[config.mk]
export PLATFORM = sky130hd
export DESIGN_NAME = bridge_window_router
export DESIGN_NICKNAME = d
export VERILOG_FILES = /design/src/rtl/br_pkg.sv /design/src/rtl/br_window_regs.sv /design/src/rtl/br_window_check.sv /design/src/rtl/br_route_decide.sv /design/src/rtl/bridge_window_router.sv
export SDC_FILE = /design/constraint.sdc
export NUM_CORES = 1
export LEC_CHECK = 0
export ABC_AREA = 1
export BUFFER_PORTS_ARGS = -buffer_cell sky130_fd_sc_hd__buf_2
export CORE_ASPECT_RATIO = 1.5
export CORE_MARGIN = 2
export CORE_UTILIZATION = 33
export CTS_BUF_LIST = sky130_fd_sc_hd__clkbuf_8
export DETAILED_ROUTE_END_ITERATION = 12
export SKIP_LAST_GASP = 1
export SYNTH_ARGS = -nofsm -noshare
export SYNTH_HDL_FRONTEND = slang
export SYNTH_SLANG_ARGS = --single-unit
export TNS_END_PERCENT = 5
[constraint.sdc]
create_clock -name clk -period 1.75 [get_ports clk]
set_input_delay 0.0875 -clock clk [delete_from_list [all_inputs] [get_ports clk]]
set_output_delay 0.0875 -clock clk [all_outputs]
set_load 0.02 [all_outputs]
[src/rtl/br_pkg.sv]
package br_pkg;
    localparam logic [2:0] KIND_MEM  = 3'd0;
    localparam logic [2:0] KIND_IO   = 3'd1;
    localparam logic [2:0] KIND_CFG0 = 3'd2;
    localparam logic [2:0] KIND_CFG1 = 3'd3;
    localparam logic [2:0] KIND_MSG  = 3'd4;

    localparam logic [2:0] RT_TO_ROOT = 3'd0;
    localparam logic [2:0] RT_BCAST   = 3'd3;
    localparam logic [2:0] RT_LOCAL   = 3'd4;
    localparam logic [2:0] RT_GATHER  = 3'd5;

    localparam logic [2:0] CPL_SC = 3'd0;
    localparam logic [2:0] CPL_UR = 3'd1;
    localparam logic [2:0] CPL_CA = 3'd4;

    localparam logic [7:0] INTX_FIRST = 8'h20;
    localparam logic [7:0] INTX_LAST  = 8'h27;

    localparam logic [2:0] SEL_MEM_BASE   = 3'd0;
    localparam logic [2:0] SEL_MEM_LIMIT  = 3'd1;
    localparam logic [2:0] SEL_PF_BASE_L  = 3'd2;
    localparam logic [2:0] SEL_PF_BASE_H  = 3'd3;
    localparam logic [2:0] SEL_PF_LIMIT_L = 3'd4;
    localparam logic [2:0] SEL_PF_LIMIT_H = 3'd5;
    localparam logic [2:0] SEL_IO_BASE    = 3'd6;
    localparam logic [2:0] SEL_IO_LIMIT   = 3'd7;

    typedef enum logic [2:0] {
        DST_NONE, DST_SEC, DST_PRI, DST_CPL, DST_INTX
    } dest_e;

    typedef enum logic {
        ST_IDLE, ST_ISSUE
    } state_e;
endpackage

[src/rtl/br_window_regs.sv]
module br_window_regs #(
    parameter int WR_W  = 32,
    parameter int MEM_W = 32,
    parameter int PF_W  = 64,
    parameter int IO_W  = 32
) (
    input  logic              clk,
    input  logic              rst_n,
    input  logic              wr_en,
    input  logic [2:0]        wr_sel,
    input  logic [WR_W-1:0]   wr_data,
    output logic [MEM_W-1:0]  mem_base,
    output logic [MEM_W-1:0]  mem_limit,
    output logic [PF_W-1:0]   pf_base,
    output logic [PF_W-1:0]   pf_limit,
    output logic [IO_W-1:0]   io_base,
    output logic [IO_W-1:0]   io_limit
);
    import br_pkg::*;

    localparam int PF_HI_W = PF_W - WR_W;

    always_ff @(posedge clk) begin
        if (!rst_n) begin
            mem_base  <= '0;
            mem_limit <= '0;
            pf_base   <= '0;
            pf_limit  <= '0;
            io_base   <= '0;
            io_limit  <= '0;
        end else if (wr_en) begin
            case (wr_sel)
                SEL_MEM_BASE:   mem_base  <= wr_data[MEM_W-1:0];
                SEL_MEM_LIMIT:  mem_limit <= wr_data[MEM_W-1:0];
                SEL_PF_BASE_L:  pf_base[WR_W-1:0]     <= wr_data;
                SEL_PF_BASE_H:  pf_base[PF_W-1:WR_W]  <= wr_data[PF_HI_W-1:0];
                SEL_PF_LIMIT_L: pf_limit[WR_W-1:0]    <= wr_data;
                SEL_PF_LIMIT_H: pf_limit[PF_W-1:WR_W] <= wr_data[PF_HI_W-1:0];
                SEL_IO_BASE:    io_base   <= wr_data[IO_W-1:0];
                default:        io_limit  <= wr_data[IO_W-1:0];
            endcase
        end
    end
endmodule

[src/rtl/br_window_check.sv]
module br_window_check #(
    parameter int ADDR_W = 64,
    parameter int WIN_W  = 32
) (
    input  logic [WIN_W-1:0]  base,
    input  logic [WIN_W-1:0]  limit,
    input  logic [ADDR_W-1:0] addr,
    output logic              hit
);
    logic upper_zero;
    logic enabled;
    logic in_low;

    generate
        if (WIN_W < ADDR_W) begin : g_narrow
            assign upper_zero = (addr[ADDR_W-1:WIN_W] == '0);
        end else begin : g_full
            assign upper_zero = 1'b1;
        end
    endgenerate

    assign enabled = (base < limit);
    assign in_low  = (addr[WIN_W-1:0] >= base) && (addr[WIN_W-1:0] < limit);
    assign hit     = enabled && upper_zero && in_low;
endmodule

[src/rtl/br_route_decide.sv]
module br_route_decide #(
    parameter int ADDR_W    = 64,
    parameter int BUS_W     = 8,
    parameter int CFG_SPACE = 4096
) (
    input  logic [2:0]          kind,
    input  logic [ADDR_W-1:0]   addr,
    input  logic [2*BUS_W-1:0]  rid,
    input  logic [2:0]          route,
    input  logic [7:0]          code,
    input  logic                cfg_err,
    input  logic [BUS_W-1:0]    sec_bus,
    input  logic [BUS_W-1:0]    sub_bus,
    input  logic [2*BUS_W-1:0]  own_id,
    input  logic                mem_hit,
    input  logic                pf_hit,
    input  logic                io_hit,
    output br_pkg::dest_e       dest,
    output logic [2:0]          status,
    output logic [2*BUS_W-1:0]  rid_out
);
    import br_pkg::*;

    localparam logic [ADDR_W-1:0] CFG_END = ADDR_W'(CFG_SPACE);

    logic [BUS_W-1:0] req_bus;
    logic             upward;
    logic             mem_any;

    assign req_bus = rid[2*BUS_W-1:BUS_W];
    assign upward  = (req_bus >= sec_bus) && (req_bus <= sub_bus);
    assign mem_any = mem_hit || pf_hit;

    always_comb begin
        dest    = DST_CPL;
        status  = CPL_UR;
        rid_out = rid;
        case (kind)
            KIND_MEM: begin
                if (!upward && mem_any)      dest = DST_SEC;
                else if (upward && !mem_any) dest = DST_PRI;
            end
            KIND_IO: begin
                if (!upward && io_hit)       dest = DST_SEC;
                else if (upward && !io_hit)  dest = DST_PRI;
            end
            KIND_CFG1: begin
                dest    = DST_SEC;
                rid_out = own_id;
            end
            KIND_CFG0: begin
                if (addr < CFG_END) status = cfg_err ? CPL_CA : CPL_SC;
            end
            KIND_MSG: begin
                case (route)
                    RT_TO_ROOT, RT_GATHER: dest = DST_PRI;
                    RT_BCAST:              dest = DST_SEC;
                    RT_LOCAL: begin
                        if (code >= INTX_FIRST && code <= INTX_LAST) dest = DST_INTX;
                    end
                    default: ;
                endcase
            end
            default: ;
        endcase
    end
endmodule

[src/rtl/bridge_window_router.sv]
module bridge_window_router #(
    parameter int ADDR_W    = 64,
    parameter int BUS_W     = 8,
    parameter int WR_W      = 32,
    parameter int MEM_W     = 32,
    parameter int PF_W      = 64,
    parameter int IO_W      = 32,
    parameter int CFG_SPACE = 4096
) (
    input  logic                 clk,
    input  logic                 rst_n,
    input  logic [BUS_W-1:0]     pri_bus,
    input  logic [BUS_W-1:0]     sec_bus,
    input  logic [BUS_W-1:0]     sub_bus,
    input  logic [BUS_W-1:0]     own_devfn,
    input  logic                 wr_en,
    input  logic [2:0]           wr_sel,
    input  logic [WR_W-1:0]      wr_data,
    input  logic                 req_valid,
    output logic                 req_ready,
    input  logic [2:0]           req_kind,
    input  logic [ADDR_W-1:0]    req_addr,
    input  logic [2*BUS_W-1:0]   req_rid,
    input  logic [2:0]           req_route,
    input  logic [7:0]           req_code,
    input  logic                 req_cfg_err,
    output logic                 sec_valid,
    output logic                 pri_valid,
    output logic                 cpl_valid,
    output logic                 intx_valid,
    output logic [2:0]           out_kind,
    output logic [ADDR_W-1:0]    out_addr,
    output logic [2*BUS_W-1:0]   out_rid,
    output logic [7:0]           out_code,
    output logic [2:0]           cpl_status,
    output logic [2*BUS_W-1:0]   cpl_cid
);
    import br_pkg::*;

    localparam int ID_W = 2 * BUS_W;

    state_e            state, state_nxt;
    dest_e             dst_q;
    dest_e             dst_d;
    logic [2:0]        status_d;
    logic [ID_W-1:0]   rid_d;
    logic [ID_W-1:0]   own_id;
    logic              take;

    logic [MEM_W-1:0]  mem_base, mem_limit;
    logic [PF_W-1:0]   pf_base, pf_limit;
    logic [IO_W-1:0]   io_base, io_limit;
    logic              mem_hit, pf_hit, io_hit;

    assign own_id = {pri_bus, own_devfn};

    br_window_regs #(
        .WR_W(WR_W), .MEM_W(MEM_W), .PF_W(PF_W), .IO_W(IO_W)
    ) u_regs (
        .clk(clk), .rst_n(rst_n),
        .wr_en(wr_en), .wr_sel(wr_sel), .wr_data(wr_data),
        .mem_base(mem_base), .mem_limit(mem_limit),
        .pf_base(pf_base), .pf_limit(pf_limit),
        .io_base(io_base), .io_limit(io_limit)
    );

    br_window_check #(.ADDR_W(ADDR_W), .WIN_W(MEM_W)) u_mem_win (
        .base(mem_base), .limit(mem_limit), .addr(req_addr), .hit(mem_hit)
    );
    br_window_check #(.ADDR_W(ADDR_W), .WIN_W(PF_W)) u_pf_win (
        .base(pf_base), .limit(pf_limit), .addr(req_addr), .hit(pf_hit)
    );
    br_window_check #(.ADDR_W(ADDR_W), .WIN_W(IO_W)) u_io_win (
        .base(io_base), .limit(io_limit), .addr(req_addr), .hit(io_hit)
    );

    br_route_decide #(
        .ADDR_W(ADDR_W), .BUS_W(BUS_W), .CFG_SPACE(CFG_SPACE)
    ) u_decide (
        .kind(req_kind), .addr(req_addr), .rid(req_rid),
        .route(req_route), .code(req_code), .cfg_err(req_cfg_err),
        .sec_bus(sec_bus), .sub_bus(sub_bus), .own_id(own_id),
        .mem_hit(mem_hit), .pf_hit(pf_hit), .io_hit(io_hit),
        .dest(dst_d), .status(status_d), .rid_out(rid_d)
    );

    assign take = (state == ST_IDLE) && req_valid;

    // state register
    always_ff @(posedge clk) begin
        if (!rst_n) state <= ST_IDLE;
        else        state <= state_nxt;
    end

    always_comb begin
        state_nxt = state;
        unique case (state)
            ST_IDLE:  if (req_valid) state_nxt = ST_ISSUE;
            ST_ISSUE: state_nxt = ST_IDLE;
        endcase
    end

    // decision capture on handshake
    always_ff @(posedge clk) begin
        if (!rst_n) begin
            dst_q      <= DST_NONE;
            cpl_status <= CPL_SC;
            out_kind   <= '0;
            out_addr   <= '0;
            out_rid    <= '0;
            out_code   <= '0;
            cpl_cid    <= '0;
        end else if (take) begin
            dst_q      <= dst_d;
            cpl_status <= status_d;
            out_kind   <= req_kind;
            out_addr   <= req_addr;
            out_rid    <= rid_d;
            out_code   <= req_code;
            cpl_cid    <= own_id;
        end
    end

    // outputs
    always_comb begin
        req_ready  = 1'b0;
        sec_valid  = 1'b0;
        pri_valid  = 1'b0;
        cpl_valid  = 1'b0;
        intx_valid = 1'b0;
        unique case (state)
            ST_IDLE:  req_ready = 1'b1;
            ST_ISSUE: begin
                sec_valid  = (dst_q == DST_SEC);
                pri_valid  = (dst_q == DST_PRI);
                cpl_valid  = (dst_q == DST_CPL);
                intx_valid = (dst_q == DST_INTX);
            end
        endcase
    end
endmodule

Word-level counts from Yosys, hierarchy flattened
Index checks and enable logic that the tools add are counted.
Word-level totals
  ROM bits: 0
  bits in writable memories: 0
  register bits after elaboration: 370
  logic and storage cells: 100
  input port bits: 166
  memories kept: 0
  bits in latches: 0
Operators by class
  magnitude comparators: 14
  $mul: 0
  shift operators: 0
  equality and inequality tests: 17
  bitwise gates (word level): 2
  reduce and logical (&&, ||, !) cells: 33
  muxes and demuxes: 18
  add/subtract/negate cells: 0
  divide/modulo/power cells: 0
Operator list (number)
  $lt 32x32->1: 4
  $lt 64x64->1: 2
  $ge 32x32->1: 2
  $ge 64x64->1: 1
  $lt 64x13->1 const B: 1
  $logic_not 32->1: 1
  $eq 3x2->1 const B: 7
  $eq 3x3->1 const B: 7
  $mux 3: 6
  $mux 16: 1
  $reduce_and 2->1: 8
  $logic_and 1x1->1: 15
  $pmux 3 s4: 1
  $eq 3x1->1 const B: 3
  $logic_not 3->1: 3
  $pmux 3 s3: 1
  $ge 8x6->1 const B: 1
  $ge 8x8->1: 1
  $le 8x6->1 const B: 1
  $le 8x8->1: 1
  $mux 1: 8
  $reduce_or 7->1: 1
  $logic_not 1->1: 3
  $not 1->1: 2
  3 further kinds: 3

Logic depth before layout (Yosys ltp)
  depth after elaboration: 9
  depth in mapped cells: 23
  gate-level depth less buffers: 23

Hierarchy
A second synthesis with hierarchy kept.
Second synthesis, totals
  cell total of the unflattened synthesis: 3941
  area, all modules: 25688.4 µm²
By module, submodules not included
  br_window_regs: cells an instance 1436, instances 1, area an instance 10040.9 µm²
  br_window_check at u_io_win ...: cells an instance 419, instances 2, area an instance 2511.2 µm²
  bridge_window_router: cells an instance 743, instances 1, area an instance 4849.7 µm²
  br_window_check at u_pf_win: cells an instance 770, instances 1, area an instance 4799.6 µm²
  br_route_decide: cells an instance 154, instances 1, area an instance 975.9 µm²

Least setup slack after synthesis
Ideal clock, no wire load.
  path type: reg-to-reg
  start point: register u_regs.pf_base[55]
  end point: register dst_q[1]
  path buffers: 0
  arrival: 1655 ps
  data required time: 1641 ps
  path slack: -14 ps
  cell stages (with the launch flop): 16
  period minus slack after synthesis: 1764 ps
  cells stage by stage: dfxtp_1 inv_1 ha_1 nand2_2 nor4_2 nand2_1 nor3_2 nand2_1 nand2_1 nand2_1 o21ai_1 nand2_1 nand2_1 nand3_1 nand2_1 inv_1
Between the ends
  longest elaborated chain between the ends: 7
  elaborated cells between the ends (all ways): 8
RTL lines
  start: declaration: line br_window_regs.sv:14  | output logic [PF_W-1:0] pf_base,
  start signal: indexed assignment: line br_window_regs.sv:35  | SEL_PF_BASE_L: pf_base[WR_W-1:0] <= wr_data;
  start signal: indexed assignment: line br_window_regs.sv:36  | SEL_PF_BASE_H: pf_base[PF_W-1:WR_W] <= wr_data[PF_HI_W-1:0];
  $ge 64x64->1: line br_window_check.sv:23  | assign in_low = (addr[WIN_W-1:0] >= base) && (addr[WIN_W-1:0] < limit);
  $logic_and 1x1->1: line br_window_check.sv:23
  $logic_and 1x1->1 *: line br_window_check.sv:24  | assign hit = enabled && upper_zero && in_low;
  $logic_or 1x1->1 *: line br_route_decide.sv:32  | assign mem_any = mem_hit || pf_hit;
  $logic_and 1x1->1 *: line br_route_decide.sv:40  | if (!upward && mem_any) dest = DST_SEC;
  $mux 3 *: line br_route_decide.sv:40
  $pmux 3 s4 *: line br_route_decide.sv:38  | case (kind)
  end signal: assignment: line bridge_window_router.sv:114  | dst_q <= dst_d;
  end: declaration: line bridge_window_router.sv:43  | dest_e dst_q;
Mark *: on every way between the ends. The rest lies on a longest branch, timed or not.
A chain may end at the register's enable or synchronous reset.

Worst setup path after layout
  start point: register u_regs.mem_base[27]
  end point: register dst_q[0]
Between the ends
  longest elaborated chain between the ends: 9
  elaborated cells between the ends (all ways): 12
RTL lines
  start: declaration: line br_window_regs.sv:12  | output logic [MEM_W-1:0] mem_base,
  start signal: assignment: line br_window_regs.sv:33  | SEL_MEM_BASE: mem_base <= wr_data[MEM_W-1:0];
  $lt 32x32->1 / $ge 32x32->1 (equally long branches): line br_window_check.sv:22, br_window_check.sv:23
  $logic_and 1x1->1, on equally long branches: line br_window_check.sv:24, br_window_check.sv:23
  $logic_and 1x1->1 *: line br_window_check.sv:24
  $logic_or 1x1->1 *: line br_route_decide.sv:32
  $logic_not 1->1: line br_route_decide.sv:41  | else if (upward && !mem_any) dest = DST_PRI;
  $logic_and 1x1->1: line br_route_decide.sv:41
  $mux 1: line br_route_decide.sv:41
  $mux 3 *: line br_route_decide.sv:40
  $pmux 3 s4 *: line br_route_decide.sv:38
Marked as above.

==> out/metrics.cfg <==
[timing]
setup_violations=5
rsz0062_at_grt=true
final_hold_viol_count=0
clock_skew_ns=0.0246
setup_slack_ns=-0.348
slew_headroom=0.588
tightestPinTransition_ns=0.618
tns_ns=-0.911
max_freq_mhz=477
post-route-period-util=1.20
slew_viol_final=0
fin_crit_ns=2.10

[yosys]
yosys_warnings=0
avgSynthCellArea_sq_um=7.40
synth_edf_count=0
synth_nets=3579
synth_ff_type=dfxtp_1
ys_seq_area_frac=0.331
ys_types=38
synth_seq_cells=369
synthCells=3019
synth.cell_area_sq_um=22400
async_flop_share=0

[setup_path]
cp_max_fo=3
crit_arrival_ns=2.73
reg2reg_slack_ns=-0.35
path_cells=inv_1 -> ha_1 -> nand4_1 -> nor3_4 -> nand3_2 -> nand3_2 -> nand4_4 -> buf_6 -> nand3_2 -> nand2_1 -> nand3_1 -> nand2_1 -> inv_1
worst_setup_path_end_kind=flip-flop
critPathKind=flip-flop to flip-flop
crit_path_frequent_cell=nand3_2
critPathMaxStageDelay_ns=0.35
critical-path-slowest-cell=dfxtp_1
cp_data_required_time_ns=2.38
start_kind=flip-flop

[cells_and_area]
finalNonFillerCells=4686
area_growth_syn_to_layout_pct=39.2
drive_above_1_share=0.252
fin_nets=4319

[grt]
antenna_found_initial=2
overflow=0
grt_use_total=0.209
grt_pass1_vias=21800
grt_max_degree=85
grt_pass1_wl_microns=116000

[flow_run]
maxCapViolCount=0

[pwr]
peakVddDrop_mv=0.523
p_leak_nw=14.3
powerDensity_nw_per_um2=721

[drt]
final_antenna_net_count=0
wl_per_cell_microns=16.0
initialDrtViolationCount=993
drt-total-wl_microns=74800
vias=22300
via_per_inst=4.75
drc_errors=0
dr.pass1.iters=5

[clocking]
cts.clk_slew.worst_paths_ns=0.07
clockBufferDepth=3
clock_latency_ns=0.68
clock_tree.root_cell=clkbuf_8
cts_made_buffers=60
htree_levels=2
cts_tree=done
cts.sinks=369

[status]
status=finished with violations
violations=negative setup slack

[placed_design]
dp_hpwl_microns=55000
place_ws_ns=-0.564
globalplace.congestion=0.870
numPlacedInstances=4423
port_buffers=279

[floorplanning]
rows=116
dieArea_sq_um=69900
core_sq_um=66900
dieWidth_microns=216
die_h_microns=323
ios=281
initial_core_util=0.334

[hold_path]
hp-class=input port to flip-flop

layout by cell type, fill, tap and decap left out, types with 4 or more instances in the layout:
master	count
nand3_1	46
clkinv_1	6
a21oi_2	26
o21a_1	12
nor3_4	4
clkinv_2	10
nand2_1	350
clkbuf_8	77
ha_4	39
nor3_1	14
nand3_2	10
a21oi_1	423
buf_4	344
nand4_1	24
o211ai_1	23
nor2_1	278
a211oi_1	4
nor3_2	7
dfxtp_1	340
ha_1	355
inv_1	388
nand2_2	39
dlygate4sd3_1	152
nand2_4	6
dfxtp_2	29
nor2_2	20
nor4_1	9
a21o_1	6
buf_12	17
buf_2	278
inv_2	29
nor2_4	4
o21ai_0	390
o21ai_1	11
logic make-up after synthesis:
group,count (synthesis),share of synthesized area
and+or+nand+nor,821,0.150
adders and majority gates,394,0.221
DFF,369,0.331
other,1,0.000168
AOI/OAI and AO/OA,906,0.209
buffers and inverters,528,0.0900
report_power, final:
group | total [W] | switching (W) | leakage [nW] | internal (W)
Clock | 0.00803 | 0.00373 | 0.697 | 0.00430
Sequential | 0.00901 | 0.000188 | 3.03 | 0.00882
Combinational | 0.00540 | 0.00311 | 10.5 | 0.00229
registers in the layout (all words and copies together) (netlist names), 8 cells and up:
signal            flops
u_regs.io_limit      32
out_addr             64
u_regs.pf_limit      64
u_regs.mem_base      32
u_regs.mem_limit     32
out_rid              16
out_code              8
u_regs.io_base       32
cpl_cid              16
u_regs.pf_base       64
critical path, delay by kind of cell (launching register included):
kind | cells | cell delay [ns]
adder cells (fa/ha/maj) | 1 | 0.32
buffers and inverters | 3 | 0.24
AND/OR/NAND/NOR | 9 | 1.12
flip-flops | 1 | 0.35
synthesized netlist by cell type (all sizes together) (23+ instances only):
library cell | n | area [sq um]
o211ai | 23 | 173
nand3 | 57 | 285
nand4 | 25 | 163
nor2 | 302 | 1140
a21oi | 449 | 2250
nor3 | 25 | 150
inv | 404 | 1520
o21ai | 403 | 2020
nand2 | 395 | 1490
dfxtp | 369 | 7390
clkbuf | 104 | 400
ha | 394 | 4930
stage by stage:
stage / util / hold WS, ns / area (sq um) / total power (W)
4_1_cts: 0.455 / -0.232 / 30500 / 0.0225
6_report: 0.465 / 0.0169 / 31100 / 0.0224
2_1_floorplan: - / 0.215 / 22400 / 0.0118
3_3_place_gp: 0.408 / 0.341 / 27300 / 0.0139
3_5_place_dp: 0.408 / 0.350 / 27300 / 0.0139
5_1_grt: 0.465 / 0.0251 / 31100 / 0.0237
routing by layer:
layer,GRT usage,share of wire
met4,0.0798,0.040
met5,0,0.00015
met2,0.389,0.49
met3,0.0311,0.037
met1,0.240,0.43
path summary, 6_finish.rpt:
kind	from	to	cells after the start
min reg2reg	cpl_status[2]	cpl_status[2]	2
min	req_route[1]	dst_q[0]	7
max	u_regs.mem_base[27]	dst_q[0]	13
max reg2reg	u_regs.mem_base[27]	dst_q[0]	13
area by class of cell:
cell class | instances | area, sq um
fill | 6662 | 35800
multi-input combinational | 2122 | 13900
sequential | 369 | 7420
timing repair buffer | 793 | 5860
inverter | 413 | 1560
tap | 885 | 1110
clock buffer | 76 | 1050
clock inverter | 26 | 189
antenna | 2 | 5.00
timing repair:
action / in CTS / in global routing
resized for setup: 93 / 144
setup endpoints to repair: 5 / 10
pin swaps: 36 / 64
hold buffers: 151 / 1
endpoints found under the hold margin: 368 / 2
buffers inserted: 5 / 2
Power figures use the tool's default switching activity.
